## config.mk

```make
export PLATFORM = sky130hd
export DESIGN_NAME = sector_run_seq
export DESIGN_NICKNAME = d
export VERILOG_FILES = /design/src/rtl/sector_run_pkg.sv /design/src/rtl/srs_budget.sv /design/src/rtl/srs_byte_ctr.sv /design/src/rtl/srs_addr_step.sv /design/src/rtl/sector_run_seq.sv
export SDC_FILE = /design/constraint.sdc
export NUM_CORES = 1
export LEC_CHECK = 0
export BUFFER_PORTS_ARGS = -buffer_cell sky130_fd_sc_hd__buf_2
export CAP_MARGIN = 20
export CORE_ASPECT_RATIO = 1.2
export CORE_MARGIN = 5
export CORE_UTILIZATION = 30
export DETAILED_ROUTE_END_ITERATION = 10
export PLACE_DENSITY = 0.56
export SYNTH_ARGS = -nofsm -noshare
export SYNTH_HDL_FRONTEND = slang
export SYNTH_SLANG_ARGS = --single-unit
```

## constraint.sdc

```tcl
create_clock -name clk -period 6 [get_ports clk]
set_input_delay 0.6 -clock clk [delete_from_list [all_inputs] [get_ports clk]]
set_output_delay 0.6 -clock clk [all_outputs]
set_load 0.03 [all_outputs]
```

## src/rtl/sector_run_pkg.sv

```systemverilog
// Shared types for the sector run sequencer.
// Assumes: nothing beyond the 1800-2017 language.
package sector_run_pkg;

    // Sequencer phase: waiting, counting bytes, or at a sector boundary
    typedef enum logic [1:0] {
        PH_IDLE = 2'd0,
        PH_XFER = 2'd1,
        PH_HIT  = 2'd2
    } seq_phase_t;

endpackage

```

## src/rtl/srs_budget.sv

```systemverilog
// Per-sector byte budget from the size code and the short-sector length.
// What it does: code 0 picks data_len (0 means 256); codes 1..MAX_CODE give
//   BASE_BYTES << code; any code above MAX_CODE is clamped to MAX_CODE.
// Assumes: CNT_W is wide enough for BASE_BYTES << MAX_CODE and for 256.
module srs_budget #(
    parameter int CODE_W     = 8,
    parameter int DL_W       = 8,
    parameter int MAX_CODE   = 7,
    parameter int BASE_BYTES = 128,
    parameter int CNT_W      = 15
) (
    input  logic [CODE_W-1:0] size_code,
    input  logic [DL_W-1:0]   data_len,
    output logic [CNT_W-1:0]  budget
);
    localparam int SEL_W = $clog2(MAX_CODE + 1);

    logic [SEL_W-1:0] eff_code;

    // Clamp the size code to the largest supported value
    always_comb begin
        if (size_code > CODE_W'(MAX_CODE))
            eff_code = SEL_W'(MAX_CODE);
        else
            eff_code = size_code[SEL_W-1:0];
    end

    // Choose between the short-sector length and the power-of-two size
    always_comb begin
        if (eff_code == '0) begin
            if (data_len == '0)
                budget = CNT_W'(256);
            else
                budget = CNT_W'(data_len);
        end else begin
            budget = CNT_W'(BASE_BYTES) << eff_code;
        end
    end
endmodule

```

## src/rtl/srs_byte_ctr.sv

```systemverilog
// Down counter holding the bytes left in the current sector.
// What it does: load wins over decrement; it never goes below zero.
// Assumes: the loaded value is at least 1.
module srs_byte_ctr #(
    parameter int CNT_W = 15
) (
    input  logic             clk,
    input  logic             rst_n,
    input  logic             load,
    input  logic [CNT_W-1:0] load_val,
    input  logic             dec,
    output logic             last_byte
);
    logic [CNT_W-1:0] remaining;

    // Reload at a sector start, otherwise count accepted strobes down
    always_ff @(posedge clk) begin
        if (!rst_n)
            remaining <= '0;
        else if (load)
            remaining <= load_val;
        else if (dec && remaining != '0)
            remaining <= remaining - 1'b1;
    end

    // The next accepted strobe finishes the sector
    assign last_byte = (remaining == CNT_W'(1));
endmodule

```

## src/rtl/srs_addr_step.sv

```systemverilog
// Next head and sector address, and end-of-run detection.
// What it does: inside a track the sector goes up by one. At end-of-track on
//   head 0 in multi-track mode it moves to FIRST_SEC on head 1. Any other
//   end-of-track ends the run.
// Assumes: the run started at or below the end-of-track sector.
module srs_addr_step #(
    parameter int SEC_W     = 8,
    parameter int FIRST_SEC = 1
) (
    input  logic             multi_trk,
    input  logic             head,
    input  logic [SEC_W-1:0] sector,
    input  logic [SEC_W-1:0] eot,
    output logic             nxt_head,
    output logic [SEC_W-1:0] nxt_sector,
    output logic             run_end
);
    logic at_eot;

    // Compare the current sector with the end of the track
    assign at_eot = (sector == eot);

    // Work out the following address and whether the run stops here
    always_comb begin
        run_end = at_eot && !(multi_trk && !head);
        if (at_eot) begin
            nxt_head   = 1'b1;
            nxt_sector = SEC_W'(FIRST_SEC);
        end else begin
            nxt_head   = head;
            nxt_sector = sector + 1'b1;
        end
    end
endmodule

```

## src/rtl/sector_run_seq.sv

```systemverilog
// Top level of the multi-track sector transfer sequencer.
// What it does: captures a command on start, counts each sector's byte
//   budget down with xfer_stb, and moves the address on at every sector
//   boundary until end-of-track or terminate.
// Assumes: the byte strobe comes from a data path in the same clock domain.
module sector_run_seq
    import sector_run_pkg::*;
#(
    parameter int SEC_W      = 8,
    parameter int CODE_W     = 8,
    parameter int DL_W       = 8,
    parameter int MAX_CODE   = 7,
    parameter int BASE_BYTES = 128,
    parameter int FIRST_SEC  = 1
) (
    input  logic              clk,
    input  logic              rst_n,
    input  logic              start,
    input  logic              multi_trk,
    input  logic              start_head,
    input  logic [SEC_W-1:0]  start_sector,
    input  logic [SEC_W-1:0]  eot_sector,
    input  logic [CODE_W-1:0] size_code,
    input  logic [DL_W-1:0]   data_len,
    input  logic              xfer_stb,
    input  logic              terminate,
    output logic              busy,
    output logic              head,
    output logic [SEC_W-1:0]  sector,
    output logic              count_hit,
    output logic              sector_done,
    output logic              cmd_done
);
    localparam int CNT_W = $clog2(BASE_BYTES) + MAX_CODE + 1;

    seq_phase_t       phase;
    logic             mt_q;
    logic [SEC_W-1:0] eot_q;
    logic [CNT_W-1:0] budget_q;
    logic [CNT_W-1:0] budget_now;
    logic             term_pend;
    logic             last_byte;
    logic             nxt_head;
    logic [SEC_W-1:0] nxt_sector;
    logic             run_end;
    logic             ending;
    logic             ctr_load;
    logic [CNT_W-1:0] ctr_val;

    srs_budget #(
        .CODE_W(CODE_W), .DL_W(DL_W), .MAX_CODE(MAX_CODE),
        .BASE_BYTES(BASE_BYTES), .CNT_W(CNT_W)
    ) u_budget (
        .size_code(size_code),
        .data_len (data_len),
        .budget   (budget_now)
    );

    srs_addr_step #(.SEC_W(SEC_W), .FIRST_SEC(FIRST_SEC)) u_step (
        .multi_trk (mt_q),
        .head      (head),
        .sector    (sector),
        .eot       (eot_q),
        .nxt_head  (nxt_head),
        .nxt_sector(nxt_sector),
        .run_end   (run_end)
    );

    srs_byte_ctr #(.CNT_W(CNT_W)) u_ctr (
        .clk      (clk),
        .rst_n    (rst_n),
        .load     (ctr_load),
        .load_val (ctr_val),
        .dec      (phase == PH_XFER && xfer_stb),
        .last_byte(last_byte)
    );

    // A sector boundary that stops the run
    assign ending = run_end || term_pend || terminate;

    // Reload the counter at command start and at each continuing boundary
    always_comb begin
        ctr_load = (phase == PH_IDLE && start) || (phase == PH_HIT && !ending);
        ctr_val  = (phase == PH_IDLE) ? budget_now : budget_q;
    end

    // Status seen by the data path
    assign busy      = (phase != PH_IDLE);
    assign count_hit = (phase == PH_HIT);

    // Command phase, address and completion state
    always_ff @(posedge clk) begin
        if (!rst_n) begin
            phase       <= PH_IDLE;
            mt_q        <= 1'b0;
            eot_q       <= '0;
            budget_q    <= '0;
            head        <= 1'b0;
            sector      <= '0;
            term_pend   <= 1'b0;
            sector_done <= 1'b0;
            cmd_done    <= 1'b0;
        end else begin
            sector_done <= 1'b0;
            case (phase)
                PH_IDLE: begin
                    term_pend <= 1'b0;
                    if (start) begin
                        phase    <= PH_XFER;
                        mt_q     <= multi_trk;
                        eot_q    <= eot_sector;
                        budget_q <= budget_now;
                        head     <= start_head;
                        sector   <= start_sector;
                        cmd_done <= 1'b0;
                    end
                end
                PH_XFER: begin
                    if (terminate)
                        term_pend <= 1'b1;
                    if (xfer_stb && last_byte)
                        phase <= PH_HIT;
                end
                PH_HIT: begin
                    sector_done <= 1'b1;
                    if (ending) begin
                        phase     <= PH_IDLE;
                        cmd_done  <= 1'b1;
                        term_pend <= 1'b0;
                    end else begin
                        phase  <= PH_XFER;
                        head   <= nxt_head;
                        sector <= nxt_sector;
                    end
                end
                default: phase <= PH_IDLE;
            endcase
        end
    end
endmodule

```

==> results of run 1 <==
cell usage after synthesis, types with 3 or more instances:
master    count
a211oi_1     19
a21oi_1      37
a31oi_1       5
and3_1        9
buf_2         5
clkbuf_1     14
dfxtp_1      53
ha_1          4
inv_1         7
nand2_1      57
nand2b_1      3
nand3_1      19
nand4_1       5
nor2_1       26
nor3_1       12
nor4_1        7
nor4b_1       3
o21a_1        3
o21ai_0      10
or3_1         3
xnor2_1      17
metrics by stage:
step                hold WS [ps]  power, mW    util
finish                     458.2     0.7687  0.3579
global route               482.4     0.8126  0.3579
CTS                        461.9     0.7791  0.3562
detailed placement         446.3     0.5565  0.3457
global placement           446.5     0.5553  0.3457
floorplan                  432.1     0.5073       -
cell families after synthesis:
| group | share of synthesized area |
|---|---|
| XOR/XNOR | 0.05583 |
| AND/OR/NAND/NOR | 0.3004 |
| adder cells (fa/ha/maj) | 0.01772 |
| AO/OA/AOI/OAI | 0.2069 |
| buffers and inverters | 0.04342 |
| flip-flops | 0.3757 |
final timing paths:
check        cells after the start                   to      from  slack [ps]
max                              3                 busy  phase[1]        3200
min                              2             cmd_done  cmd_done         460
max reg2reg                      7  u_ctr.remaining[14]  phase[0]        3360
min reg2reg                      2             cmd_done  cmd_done         460
layout make-up:
class / instances / area, µm² / share of cell area
clock buffers: 6 / 82.58 / 0.02528
clock inverters: 2 / 13.76 / 0.004213
inverters: 9 / 33.78 / 0.01034
multi-input cells: 280 / 1640 / 0.5021
flip-flops and latches: 53 / 1061 / 0.3248
well taps: 120 / 150.1 / 0.04596
repair buffers: 54 / 285.3 / 0.08732
power groups by stage:
| stage | clock, mW | sequential [mW] | combinational [mW] |
|---|---|---|---|
| global route | 0.240 | 0.394 | 0.179 |
| CTS | 0.230 | 0.391 | 0.159 |
| global placement | 0 | 0.398 | 0.157 |
| finish | 0.219 | 0.390 | 0.160 |
| detailed placement | 0 | 0.399 | 0.158 |
| floorplan | 0 | 0.402 | 0.106 |
flip-flops by register name, indices dropped and copies added, names as in the netlist:
register,flops
budget_q,15
u_ctr.remaining,15
eot_q,8
sector,8
phase,2
cmd_done,1
head,1
mt_q,1
sector_done,1
term_pend,1
worst reg2reg max path, stage by stage, from the launching register on:
cell and delay [ps]:
dfxtp_1 400, nand2b_1 320, inv_1 130, nand2_1 180, o21a_1 210, o21a_1 860
o21ai_0 260, nor3_1 210
per-layer routing:
metal / track usage / vias to the layer above / part of all wire
met5: 0 / - / 0
met4: 0.06011 / 0 / 0.017
met3: 0.02210 / 8 / 0.032
met2: 0.2395 / 54 / 0.49
met1: 0.1817 / 1270 / 0.46
li1: - / 1396 / -
cell usage in the layout (no fill, tap or decap), types with 2 or more instances in the layout:
cell type and instances:
nor4b_1 3, nor3_1 12, o31ai_1 2, inv_1 7, xnor2_1 17, dfxtp_1 53
o211ai_1 2, and2_1 2, nand3b_1 2, or2_1 2, or3_2 2, nand2b_1 3
or4_1 2, or3_1 3, nor2b_1 2, ha_1 4, or4_4 2, o21a_1 3
o21ai_0 10, a211oi_1 19, nand3_1 19, buf_2 51, a21oi_1 37, clkbuf_8 6
nor2_1 26, and3_1 9, a21o_1 2, nand2_1 57, nand4_1 5, nor4_1 7
buf_4 2, a31oi_1 5
==> impl_metrics.ini, run 1 <==
[yosys]
synth_area_leaders = dfxtp_1 (38%), nand2_1 (7.6%), a21oi_1 (6.6%)
synth_cells = 362
yosys.area.top_type = dfxtp_1
ys_ff_latch = 53
seq_area_frac_synth = 0.3757
async_flop_share = 0
synth_edf_count = 0
synth.top_cell.area_share = 0.3757
syn_nets = 405
syn-cell-area_um2 = 2824
ys_warn_count = 0
ys_types = 55
syn_area_per_cell_um2 = 7.801
synthFlopType = dfxtp_1

[final_layout]
final_cells = 524
diodes = 0
nNetsFinal = 446
syn_to_final_growth_pct = 15.68
stdcell_area_um2 = 3267
n_fill_cell = 994
drive_above_1_share = 0.1832

[pwr]
p_sw_mw = 0.2424
cellLeakagePower_nw = 1.177
ir_worst_vdd_mv = 0.09019
sw_frac_of_total = 0.3153
p_int_mw = 0.5263
seqPwrFrac = 0.508
p_per_area_nw_per_um2 = 235.3
p_clk_frac = 0.285
share_comb_of_total_power = 0.208

[global_routing]
grt_max_degree = 46
grt_pass1_vias = 2693
overflow = 0
grt_usage = 0.1421
antenna_found_initial = 0
grt_pass1_wl_um = 13280

[place]
hpwlAfterDp_um = 5789
placed_area_um2 = 3156
gp_congestion = 0.8873
post-place-ws_ps = 3390
place_inst = 515
place.port_buffers = 51

[clock_tree]
clock-sinks = 53
clk_latency_ps = 320
cts_hold_buf = 0
cts_resized = 0
numCtsBuffers = 5
clk_pin_slew_ps = 100
cts_tree = built
cts.path.max_buffers = 2
cts_setup_buffers = 0
htree_levels = 2
clockRootBuffer = clkbuf_8

[timing]
fin_tns_setup_ps = 0
finalMaxSlewViolations = 0
fmax_ghz = 0.3573
clock-skew-final_ps = 11.63
hold_viol = 0
worst_slew_pin_slew_ps = 1081
relSlewSlack = 0.2794
rsz0062_at_grt = no
setup_viol_count_final = 0
min_period_over_period = 0.4665
setup_ws_ps = 3201
finalCriticalPeriod_ps = 2799

[floorplan]
initial_utilization = 0.3093
die_area_um2 = 11460
boundaryPins = 52
num_rows = 38
die_h_um = 116.3
die_w_um = 98.57
core-area_um2 = 9129

[route]
wl_per_cell_um = 14.86
num_vias = 2728
drt_iter0_markers = 196
post-route-drc-count = 0
routed_wirelength_um = 7785
ant_nets = 0
vias_per_cell = 5.206
first_pass_iters = 4

[worst_setup_path]
crit_buf_inv = 2
critical_path.top_delay_family = buffers and inverters
cp-end-kind = primary output
cp.required_ps = 5400
startpoint_type = flip-flop
slowest_delay_ps = 590
critPathKind = reg2out
critPathSlowestCell = clkinv_1
critical_path_arrival_ps = 2200
crit_path_max_fanout = 18
worstPathCellList = nor2_1 -> clkinv_1 -> buf_2

[hold_path]
hold_class = reg2reg

[status]
status = completed

[job]
maxCapViolCount = 0
Power figures use the tool's default switching activity.
==> run 2, diff against run 1 <==
==> constraint.sdc (replaced) <==
create_clock -name clk -period 2.7 [get_ports clk]
set_input_delay 0.27 -clock clk [delete_from_list [all_inputs] [get_ports clk]]
set_output_delay 0.27 -clock clk [all_outputs]
set_load 0.03 [all_outputs]
==> run 2 against run 1 <==
Net effect: via count increased by 0.66%; combinational power rose by 130%; setup slack worse by 2800 ps; cell count rose by 0.95%; critical path depth increased by 5; critical endpoint is now u_ctr.remaining[11]; largest power group unchanged; highest routed layer unchanged.
==> impl_metrics.ini, run 2 (same netlist as run 1, synthesis figures left out) <==
[hold_path]
hold_class = in2reg

[final_layout]
layout_common_cells = nand2_1 (57), dfxtp_1 (53), buf_2 (51), a21oi_1 (37), nor2_1 (26)
layout_commonest_cell = nand2_1
nNetsFinal = 453
regArea_um2 = 1061
multi_input_area_um2 = 1640
syn_to_final_growth_pct = 16.48
top_regs = budget_q (15), u_ctr.remaining (15)
n_fill_cell = 1036
diodes = 0
drive_above_1_share = 0.1932

[route]
first_pass_iters = 4
vias_per_cell = 5.191
drt_iter0_markers = 231
routed_wirelength_um = 7954
num_vias = 2746
wl_per_cell_um = 15.04
post-route-drc-count = 0
ant_nets = 0

[timing]
fin_tns_setup_ps = 0
finalMaxSlewViolations = 0
clock-skew-final_ps = 6.813
setup_viol_count_final = 0
setup_ws_ps = 442.9
hold_viol = 0
rsz0062_at_grt = no
finalCriticalPeriod_ps = 2257
worst_slew_pin_slew_ps = 826.6
relSlewSlack = 0.4482
fmax_ghz = 0.4430
min_period_over_period = 0.8360

[clock_tree]
numCtsBuffers = 5
clock-sinks = 53
clk_latency_ps = 310
cts.path.max_buffers = 2
cts_setup_buffers = 0
htree_levels = 2
clk_pin_slew_ps = 90
cts_hold_buf = 0
cts_tree = built
cts_resized = 0
clockRootBuffer = clkbuf_8

[floorplan]
die_h_um = 116.3
die_w_um = 98.57
num_rows = 38
boundaryPins = 52
initial_utilization = 0.3093
die_area_um2 = 11460
core-area_um2 = 9129

[worst_setup_path]
critical_path_arrival_ps = 2480
cp.required_ps = 2920
critPathKind = reg2reg
crit_path_max_fanout = 10
cp-end-kind = flip-flop
startpoint_type = flip-flop

[place]
post-place-ws_ps = 503.5
gp_congestion = 0.9077
hpwlAfterDp_um = 5862
place.port_buffers = 51

[status]
status = completed

[global_routing]
grt_max_degree = 46
antenna_found_initial = 0
grt_usage = 0.1399
overflow = 0
grt_pass1_vias = 2625
grt_pass1_wl_um = 13100

[pwr]
ir_worst_vdd_mv = 0.1619
cellLeakagePower_nw = 1.197
p_per_area_nw_per_um2 = 507.9

[job]
maxCapViolCount = 0
-- run 2: cell count changes in the layout (fill, tap and decap cells not counted), sizes merged --
cell | before | now
buf | 54 | 61
clkbuf | 6 | 5
clkinv | 3 | 2
-- run 2: metrics by stage --
| step | util | instances | total power [mW] | instance area [µm²] | hold slack [ps] |
|---|---|---|---|---|---|
| floorplan | - | 362 | 1.127 | 2824 | 406.0 |
| global placement | 0.3522 | 523 | 1.249 | 3216 | 439.1 |
| detailed placement | 0.3522 | 523 | 1.253 | 3216 | 448.9 |
| CTS | 0.3603 | 529 | 1.686 | 3289 | 174.8 |
| global route | 0.3603 | 529 | 1.755 | 3289 | 190.2 |
| finish | 0.3603 | 529 | 1.671 | 3289 | 188.9 |
-- run 2: power by group --
group          leakage [nW]  switching, mW  total, mW  internal (mW)
combinational         0.724          0.220      0.368          0.148
clock                0.0399          0.262      0.434          0.172
sequential            0.433         0.0478      0.869          0.821
total                  1.20          0.530       1.67           1.14
-- run 2: worst paths after layout --
kind,from,end,slack [ps],cells past startpoint
worst max-delay path,u_ctr.remaining[0],u_ctr.remaining[11],440,8
worst min-delay path,eot_sector[0],eot_q[0],190,3
worst max register to register,u_ctr.remaining[0],u_ctr.remaining[11],440,8
worst min register to register,cmd_done,cmd_done,460,2
-- run 2: cell type report --
class	instances	share of cell area
clock inverter	1	0.001521
inverter	9	0.01027
tap	120	0.04564
clock buffer	5	0.02092
multi-input combinational	280	0.4987
sequential	53	0.3226
timing repair buffer	61	0.1004
-- run 2: layer usage --
metal  vias up  wire length (µm)  global-route usage
met5         -                 0                   0
met4         0               126             0.05009
met3        10               202             0.02270
met2        45              3844              0.2273
met1      1291              3781              0.1886
li1       1400                 -                   -
-- run 2: critical path: stages (launching register included) --
cell	delay, ps
dfxtp_1	410
inv_1	90
ha_1	220
nor4b_1	150
and4b_4	230
or2_1	340
nor4_1	370
xnor2_1	110
a211oi_1	250
